`src/rtl/okey_pkg.sv`:
```
package okey_pkg;

    localparam int SMP_W  = 12;
    localparam int AMP_W  = 12;
    localparam int RATE_W = 8;
    localparam int CH_N   = 2;
    localparam int CH_I   = 0;
    localparam int CH_Q   = 1;
    localparam int PROD_W = SMP_W + AMP_W + 2;

    typedef logic signed [SMP_W-1:0]  smp_t;
    typedef logic        [AMP_W-1:0]  amp_t;
    typedef logic        [RATE_W-1:0] rate_t;
    typedef logic signed [PROD_W-1:0] prod_t;

    localparam amp_t  AMP_MAX  = '1;
    localparam amp_t  AMP_ZERO = '0;
    localparam prod_t HALF_LSB = prod_t'(1) <<< (AMP_W - 1);

    typedef enum logic [1:0] {
        GAIN_BYPASS = 2'd0,
        GAIN_RAMP   = 2'd1,
        GAIN_MANUAL = 2'd2
    } gain_src_e;

    typedef struct packed {
        logic  enable;
        logic  automatic_on;
        logic  q_replace;
    } shape_cfg_t;

    function automatic gain_src_e pick_source(shape_cfg_t cfg);
        if (!cfg.enable)       return GAIN_BYPASS;
        if (cfg.automatic_on)  return GAIN_RAMP;
        return GAIN_MANUAL;
    endfunction

    function automatic rate_t effective_rate(rate_t r);
        return (r == '0) ? rate_t'(1) : r;
    endfunction

    // Full-ones factor is unity; others are rounded x*a/2^AMP_W.
    function automatic smp_t amp_apply(smp_t x, amp_t a);
        prod_t prod;
        prod_t rnd;
        if (a == AMP_MAX) return x;
        prod = prod_t'(x) * prod_t'($signed({1'b0, a}));
        rnd  = (prod + HALF_LSB) >>> AMP_W;
        return smp_t'(rnd);
    endfunction

endpackage

```
`src/rtl/okey_rate_div.sv`:
```
module okey_rate_div
    import okey_pkg::*;
#(
    parameter int RW = RATE_W
) (
    input  logic          clk,
    input  logic          rst,
    input  logic [RW-1:0] rate,
    output logic          step
);
    logic [RW-1:0] cnt;
    logic [RW-1:0] reload;

    assign reload = (rate == '0) ? RW'(1) : rate;
    assign step   = (cnt == '0);

    always_ff @(posedge clk) begin
        if (rst)       cnt <= '0;
        else if (step) cnt <= reload;
        else           cnt <= cnt - RW'(1);
    end


    step_spacing_chk: assert property (@(posedge clk) disable iff (rst)
        step |=> !step);

endmodule

```
`src/rtl/okey_envelope.sv`:
```
module okey_envelope
    import okey_pkg::*;
#(
    parameter int AW = AMP_W
) (
    input  logic          clk,
    input  logic          rst,
    input  logic          step,
    input  logic          run,
    input  logic          key,
    output logic [AW-1:0] amp
);
    localparam logic [AW-1:0] TOP = '1;
    localparam logic [AW-1:0] BOT = '0;

    logic          advance;
    logic [AW-1:0] amp_next;

    assign advance = step && run;

    always_comb begin
        amp_next = amp;
        if (advance) begin
            if (key && amp != TOP)       amp_next = amp + AW'(1);
            else if (!key && amp != BOT) amp_next = amp - AW'(1);
        end
    end

    always_ff @(posedge clk) begin
        if (rst) amp <= BOT;
        else     amp <= amp_next;
    end


    env_rise_chk: assert property (@(posedge clk) disable iff (rst)
        (step && run && key && amp != TOP) |=> amp == $past(amp) + AW'(1));

    env_top_hold_chk: assert property (@(posedge clk) disable iff (rst)
        (amp == TOP && key) |=> amp == TOP);

    env_floor_hold_chk: assert property (@(posedge clk) disable iff (rst)
        (amp == BOT && !key) |=> amp == BOT);

    env_idle_chk: assert property (@(posedge clk) disable iff (rst)
        !(step && run) |=> $stable(amp));

endmodule

```
`src/rtl/okey_shaper.sv`:
```
module okey_shaper
    import okey_pkg::*;
#(
    parameter bit Q_ALT_EN = 1'b1
) (
    input  logic             clk,
    input  logic             rst,
    input  logic [SMP_W-1:0] i_in,
    input  logic [SMP_W-1:0] q_in,
    input  logic             key,
    input  logic             shape_en,
    input  logic             auto_sel,
    input  logic             q_alt_sel,
    input  logic [RATE_W-1:0] ramp_rate,
    input  logic [AMP_W-1:0] man_i,
    input  logic [AMP_W-1:0] man_q,
    input  logic [SMP_W-1:0] q_alt_word,
    output logic [SMP_W-1:0] i_out,
    output logic [SMP_W-1:0] q_out
);
    shape_cfg_t cfg;
    gain_src_e  src;
    logic       step;
    amp_t       env_amp;
    smp_t       samp_in [CH_N];
    amp_t       man_fac [CH_N];

    assign cfg.enable       = shape_en;
    assign cfg.automatic_on = auto_sel;
    assign cfg.q_replace    = q_alt_sel;
    assign src              = pick_source(cfg);

    assign samp_in[CH_I] = smp_t'(i_in);
    assign samp_in[CH_Q] = smp_t'(q_in);
    assign man_fac[CH_I] = man_i;
    assign man_fac[CH_Q] = man_q;

    okey_rate_div #(.RW(RATE_W)) u_div (
        .clk  (clk),
        .rst  (rst),
        .rate (ramp_rate),
        .step (step)
    );

    okey_envelope #(.AW(AMP_W)) u_env (
        .clk  (clk),
        .rst  (rst),
        .step (step),
        .run  (src == GAIN_RAMP),
        .key  (key),
        .amp  (env_amp)
    );

    for (genvar c = 0; c < CH_N; c++) begin : g_ch
        amp_t fac;
        smp_t scaled;
        smp_t picked;
        smp_t out_r;

        assign fac    = (src == GAIN_MANUAL) ? man_fac[c] : env_amp;
        assign scaled = (src == GAIN_BYPASS) ? samp_in[c] : amp_apply(samp_in[c], fac);

        if (c == CH_Q && Q_ALT_EN) begin : g_alt
            assign picked = cfg.q_replace ? smp_t'(q_alt_word) : scaled;
        end else begin : g_plain
            assign picked = scaled;
        end

        always_ff @(posedge clk) begin
            if (rst) out_r <= '0;
            else     out_r <= picked;
        end
    end

    assign i_out = g_ch[CH_I].out_r;
    assign q_out = g_ch[CH_Q].out_r;


    bypass_pass_chk: assert property (@(posedge clk) disable iff (rst)
        (!shape_en && !q_alt_sel) |=> q_out == $past(q_in));

    q_replace_chk: assert property (@(posedge clk) disable iff (rst)
        q_alt_sel |=> q_out == $past(q_alt_word));

    unity_gain_chk: assert property (@(posedge clk) disable iff (rst)
        (shape_en && auto_sel && env_amp == AMP_MAX) |=> i_out == $past(i_in));

    zero_gain_chk: assert property (@(posedge clk) disable iff (rst)
        (shape_en && !auto_sel && man_i == AMP_ZERO) |=> i_out == '0);

endmodule

```
`config.mk`:
```
export PLATFORM = sky130hd
export DESIGN_NAME = okey_shaper
export DESIGN_NICKNAME = d
export VERILOG_FILES = /design/src/rtl/okey_pkg.sv /design/src/rtl/okey_rate_div.sv /design/src/rtl/okey_envelope.sv /design/src/rtl/okey_shaper.sv
export SDC_FILE = /design/constraint.sdc
export NUM_CORES = 1
export LEC_CHECK = 0
export BUFFER_PORTS_ARGS = -buffer_cell sky130_fd_sc_hd__buf_2
export CAP_MARGIN = 20
export CORE_MARGIN = 4
export CORE_UTILIZATION = 64
export DETAILED_ROUTE_END_ITERATION = 12
export GPL_TIMING_DRIVEN = 0
export PLACE_DENSITY = 0.84
export SYNTH_ARGS = -nofsm -noshare
export SYNTH_HDL_FRONTEND = slang
export SYNTH_SLANG_ARGS = --single-unit
```
`constraint.sdc`:
```
create_clock -name clk -period 10.3 [get_ports clk]
set_clock_uncertainty 0.2 [all_clocks]
set_input_delay 1.545 -clock clk [delete_from_list [all_inputs] [get_ports clk]]
set_output_delay 1.545 -clock clk [all_outputs]
set_load 0.01 [all_outputs]
```
-- After elaboration in Yosys (flattened, before gate mapping)
Index checks and enable logic that the tools add are counted.
- $add $sub $neg: 5
- multipliers: 2
- eq/ne operators: 5
- multiplexer cells: 21
- reductions and logical operators: 10
- operator list (kind ; number):
    $mux W12 ; 11
    $add A24 B13 Y24 const B ; 2
    $mul A12 B13 Y24 ; 2
    $eq A12 B12 Y1 const B ; 2
    $logic_not A8 Y1 ; 2
    $mux W8 ; 2
    $add A12 B1 Y12 const B ; 1
    $ne A12 B12 Y1 const B ; 1
    $reduce_bool A12 Y1 ; 1
    $sub A12 B1 Y12 const B ; 1
    $mux W2 ; 4
    $sub A8 B1 Y8 const B ; 1
    $mux W1 ; 4
    $logic_and A1 B1 Y1 ; 3
    $eq A2 B1 Y1 const B ; 1
    $eq A2 B2 Y1 const B ; 1
    $logic_not A2 Y1 ; 1
    $reduce_and A2 Y1 ; 1
    $reduce_bool A2 Y1 ; 1
    $logic_not A1 Y1 ; 1
- flip-flop bits (word level): 44
- bits of input ports: 74
- logic and storage cells: 47

-- Longest topological paths before layout
- word-level depth: 11
- mapped depth: 25

-- Hierarchy
From an unflattened synthesis, not the netlist that was laid out.
- cell total of the unflattened synthesis: 1465
- area total of the unflattened synthesis: 12366.9 µm²
- by module, submodules not included (module ; times used ; cells an instance ; area each (µm²)):
    okey_shaper ; 1 ; 1299 ; 10961.8
    okey_envelope ; 1 ; 110 ; 944.7
    okey_rate_div ; 1 ; 56 ; 460.4

-- Least setup slack after synthesis
OpenSTA, ideal clock, no wires.
- path type: input -> register
- from: in shape_en
- to: reg g_ch[0].out_r[8], in the netlist i_out[8]
- setup time: 117 ps
- arrival time: 7416 ps
- slack: 2567 ps
- stages: 24
- path buffers: 3
- path through: nor2b_1 -> clkbuf_1 -> buf_1 -> nand2_1 -> nand2_1 -> clkbuf_1 -> and2_1 -> fa_1 -> inv_1 -> fa_1 -> fa_1 -> inv_1 -> fa_1 -> fa_1 -> inv_1 -> fa_1 -> inv_1 -> ha_1 -> a2111oi_4 -> nor2_1 -> a221oi_4 -> a21oi_1 -> or3_1 -> a32o_1
- cells in the longest elaborated chain, start to end: 7
- elaborated cells between the ends (all ways): 10
- those cells by class: add/sub (1); mul (1); eq/ne (2); mux (5); reduce/logical (1)
- ends and longest elaborated chain (what ; line ; source):
    start: declaration ; okey_shaper.sv:11 ; input logic shape_en,
    $mux W2 * ; okey_pkg.sv:34 ; if (cfg.automatic_on) return GAIN_RAMP;
    $eq A2 B2 Y1 ; okey_shaper.sv:60 ; assign fac = (src == GAIN_MANUAL) ? man_fac[c] : env_amp;
    $mux W12 ; okey_shaper.sv:60 ;
    $mul A12 B13 Y24 or $eq A12 B12 Y1 (tied branches) ; okey_pkg.sv:47, okey_pkg.sv:46 ;
    $add A24 B13 Y24 or $mux W1 (tied branches) ; okey_pkg.sv:48, okey_pkg.sv:46 ;
    $mux W12 ; okey_pkg.sv:47 ; prod = prod_t'(x) * prod_t'($signed({1'b0, a}));
    $mux W12 * ; okey_shaper.sv:61 ; assign scaled = (src == GAIN_BYPASS) ? samp_in[c] : amp_apply(samp_in[c], fac);
    end signal: assignment ; okey_shaper.sv:71 ; else out_r <= picked;
    end: declaration ; okey_shaper.sv:58 ; smp_t out_r;
Every way passes the cells marked *; elsewhere a longest branch is shown, timed or not.
A chain may end at the register's enable or synchronous reset.

-- Worst setup path after layout
- from: in shape_en
- to: reg g_ch[1].out_r[10], in the netlist q_out[10]
- cells in the longest elaborated chain, start to end: 8
- elaborated cells between the ends (all ways): 11
- those cells by class: add/sub (1); mul (1); eq/ne (2); mux (6); reduce/logical (1)
- ends and longest elaborated chain (what ; line ; source):
    $mux W2 * ; okey_pkg.sv:34 ;
    $eq A2 B2 Y1 ; okey_shaper.sv:60 ;
    $mux W12 ; okey_shaper.sv:60 ;
    $mul A12 B13 Y24 or $eq A12 B12 Y1 (tied branches) ; okey_pkg.sv:47, okey_pkg.sv:46 ;
    $add A24 B13 Y24 or $mux W1 (tied branches) ; okey_pkg.sv:48, okey_pkg.sv:46 ;
    $mux W12 ; okey_pkg.sv:47 ;
    $mux W12 * ; okey_shaper.sv:61 ;
    $mux W12 * ; okey_shaper.sv:64 ; assign picked = cfg.q_replace ? smp_t'(q_alt_word) : scaled;
    end signal: assignment ; okey_shaper.sv:71 ;
    end: declaration ; okey_shaper.sv:58 ;
Marks and branches as above.

==> results.py <==
metrics = {
    "run": {
        "cap_violations": 0,
    },
    "worst_setup_path": {
        "cp_cell_sequence": "buf_2, nor2b_1, clkbuf_1, clkbuf_1, nand2_1, nand2_1, clkbuf_1, nand2_1, fa_1, inv_1, fa_1, fa_1, fa_1, fa_1, ha_1, ha_1, a21o_1, a21o_1, a211o_1, a21oi_1, mux2_2, a2111oi_0",
        "path_delay_family": "adder cells",
        "crit_fanout": 10,
        "r2r_cells": 21,
        "crit_type": "input pin to register",
        "critPathSlowestCell": "fa_1",
        "crit_buf_inv": 5,
        "r2r_end": "i_out[8]",
        "cp-end-kind": "register",
        "cp_data_arrival_time_ns": 8.55,
        "slowest_delay_ns": 0.58,
        "start_kind": "input pin",
        "crit_top_cell": "fa_1",
        "rrSetupSlack_ns": 3.42,
        "r2r_start": "u_env.amp[8]",
        "required_ns": 10.27,
    },
    "synth": {
        "synth_warnings": 0,
        "mappedNetlistNets": 1917,
        "synth_edf_count": 0,
        "ys.flop_type": "dfxtp_1",
        "ys_ff_latch": 44,
        "synth_area_per_cell_um2": 8.46,
        "syn-cell-area_um2": 12400,
        "ys_seq_area_frac": 0.0712,
        "ys_types": 66,
        "postSynthCellCount": 1462,
        "synth_async_sr_flop_share": 0,
    },
    "timing": {
        "fmax_ghz": 0.116,
        "slew_violations": 0,
        "rsz0062_at_grt": "false",
        "period_needed_ns": 8.59,
        "setup-violations-final": 0,
        "hold_viol": 0,
        "slew_headroom": 0.290,
        "hold_slack_ns": 0.324,
        "tightest_slew_ns": 1.05,
        "setup_tns_ns": 0,
        "post-route-period-util": 0.834,
    },
    "clocking": {
        "hold_buffers": 0,
        "insertion_delay_ns": 0.30,
        "post_cts_buffers": 0,
        "cts_root_buf": "clkbuf_16",
        "cts_tree": "yes",
        "cts_resized": 0,
        "htreeDepth": 2,
        "clk_pin_slew_ns": 0.06,
        "cts_buffer_depth": 2,
        "cts_buffers": 5,
        "cts.sink_count": 44,
    },
    "global_route": {
        "grt_pass1_vias": 11000,
        "grt_usage": 0.314,
        "grt_max_degree": 16,
        "gr-total-overflow": 0,
        "grt_first_pass_wirelength_mm": 54.4,
        "grt_antenna_before_repair": 2,
    },
    "run_status": {
        "status": "finished clean",
    },
    "worst_hold_path": {
        "holdPathEnd": "u_div.cnt[0]",
        "hold_path.class": "register to register",
        "holdCritStartpoint": "u_div.cnt[0]",
        "min_path_cells": 1,
    },
    "cells_and_area": {
        "drive_above_1_share": 0.0817,
        "fill_cells": 1479,
        "areaGrowthSynthToFinish_pct": 7.78,
        "ff_latch_area_um2": 881,
        "finalNetCount": 2020,
        "multiInputGateArea_um2": 10300,
    },
    "drt": {
        "drc": 0,
        "antenna_left": 0,
        "wire_per_inst_um": 18.4,
        "via_per_inst": 5.93,
        "first_iter_violations": 805,
        "first_pass_iters": 5,
        "wirelength_mm": 33.5,
        "vias": 10800,
    },
    "die": {
        "initial_core_util": 0.657,
        "die-height_um": 147,
        "dieWidth_um": 147,
        "core.rowCount": 50,
        "coreArea_um2": 18800,
        "io_pins": 98,
        "die_area_um2": 21600,
    },
    "power": {
        "cellPowerDensity_nw_per_um2": 128,
        "vdd_drop_max_mv": 0.136,
        "power.leakage_nw": 7.01,
    },
    "placement": {
        "dp_hpwl_mm": 28.2,
        "place.gp.congestion": 0.975,
        "port_buffers": 96,
    },
}
==> power by group <==
part	leakage (nW)	switching (mW)	internal, mW
clock	0.0660	0.0753	0.0904
sequential	0.363	0.0240	0.206
combinational	6.58	0.769	0.535
total	7.01	0.869	0.832
==> per-stage QoR <==
| step | cells | utilization | power [mW] | worst slack (ns) | area (um^2) |
|---|---|---|---|---|---|
| 2_1_floorplan | 1462 | - | 1.17 | 2.57 | 12400 |
| 3_3_place_gp | 1818 | 0.700 | 1.45 | 1.65 | 13200 |
| 3_5_place_dp | 1818 | 0.700 | 1.51 | 1.61 | 13200 |
| 4_1_cts | 1826 | 0.708 | 1.68 | 1.87 | 13300 |
| 5_1_grt | 1826 | 0.708 | 1.87 | 1.41 | 13300 |
| 6_report | 1827 | 0.708 | 1.70 | 1.71 | 13300 |
==> cell usage in the layout, fill, tap and decap left out, types with 7 or more instances in the layout <==
cell / count
fa_1: 199
xnor2_1: 18
a21o_1: 13
nand3_1: 30
inv_1: 240
nor3_1: 17
nor4_1: 7
a21oi_1: 39
nor2_1: 58
xor2_1: 7
o21ai_0: 22
nand4_1: 12
and2_1: 104
a211oi_1: 16
clkbuf_1: 58
buf_2: 101
and3_1: 9
ha_1: 182
nand2_1: 259
dfxtp_1: 44
==> synthesized netlist by cell type (9+ instances only) <==
library cell / number / area share
dfxtp_1: 44 / 0.071
nand4_1: 12 / 0.0061
nor3_1: 17 / 0.0069
nand3_1: 30 / 0.012
and2_1: 104 / 0.053
inv_1: 240 / 0.073
ha_1: 182 / 0.18
fa_1: 199 / 0.32
and3_1: 9 / 0.0046
a211oi_1: 16 / 0.0097
nor2_1: 58 / 0.018
a21oi_1: 39 / 0.016
clkbuf_1: 58 / 0.018
a21o_1: 13 / 0.0079
xnor2_1: 18 / 0.013
o21ai_0: 22 / 0.0089
nand2_1: 259 / 0.079
==> worst max path at each step <==
stage / end / slack (ns) / startpoint / depth (start not counted)
2_1_floorplan: i_out[8] / 2.57 / shape_en / 24
3_3_place_gp: q_out[10] / 1.65 / shape_en / 22
3_5_place_dp: i_out[8] / 1.61 / shape_en / 25
4_1_cts: q_out[10] / 1.87 / shape_en / 22
5_1_grt: q_out[10] / 1.41 / shape_en / 22
6_report: q_out[10] / 1.71 / shape_en / 22
==> state kept, by name, summed over array words and instances, names as in the netlist <==
signal,cells
i_out,12
q_out,12
u_div.cnt,8
u_env.amp,12
==> worst reg2reg max path: cells and delay by family, from the launching register on <==
kind,cells,cell delay (ns)
buffers and inverters,5,0.72
flip-flops,1,0.50
AO/OA/AOI/OAI,4,1.26
AND/OR/NAND/NOR,5,1.01
adder cells (fa/ha/maj),7,3.09
==> logic make-up after synthesis <==
logic type / after synthesis / share of synthesized area
mux: 8 / 0.00678
xor+xnor: 25 / 0.0177
buf+inv: 306 / 0.0934
simple gates: 541 / 0.212
compound gates: 157 / 0.0931
fa+ha+maj: 381 / 0.506
flops: 44 / 0.0712
==> area by class of cell <==
class                      count  area share
inverter                     240      0.0676
clock buffer                   5     0.00939
multi-input combinational   1112       0.775
antenna                        1    0.000188
sequential                    44      0.0661
tap                          260      0.0244
clock inverter                 3     0.00178
buffer                        66      0.0191
timing repair buffer          96      0.0360
==> layer usage <==
| metal | GRT usage | wire, um | vias up |
|---|---|---|---|
| met5 | 0 | 13 | - |
| met4 | 0.120 | 1470 | 2 |
| met3 | 0.0657 | 3410 | 118 |
| met2 | 0.496 | 15200 | 571 |
| met1 | 0.427 | 13500 | 5212 |
| li1 | - | - | 4922 |
Note: power is estimated with default switching activity, not from simulation.
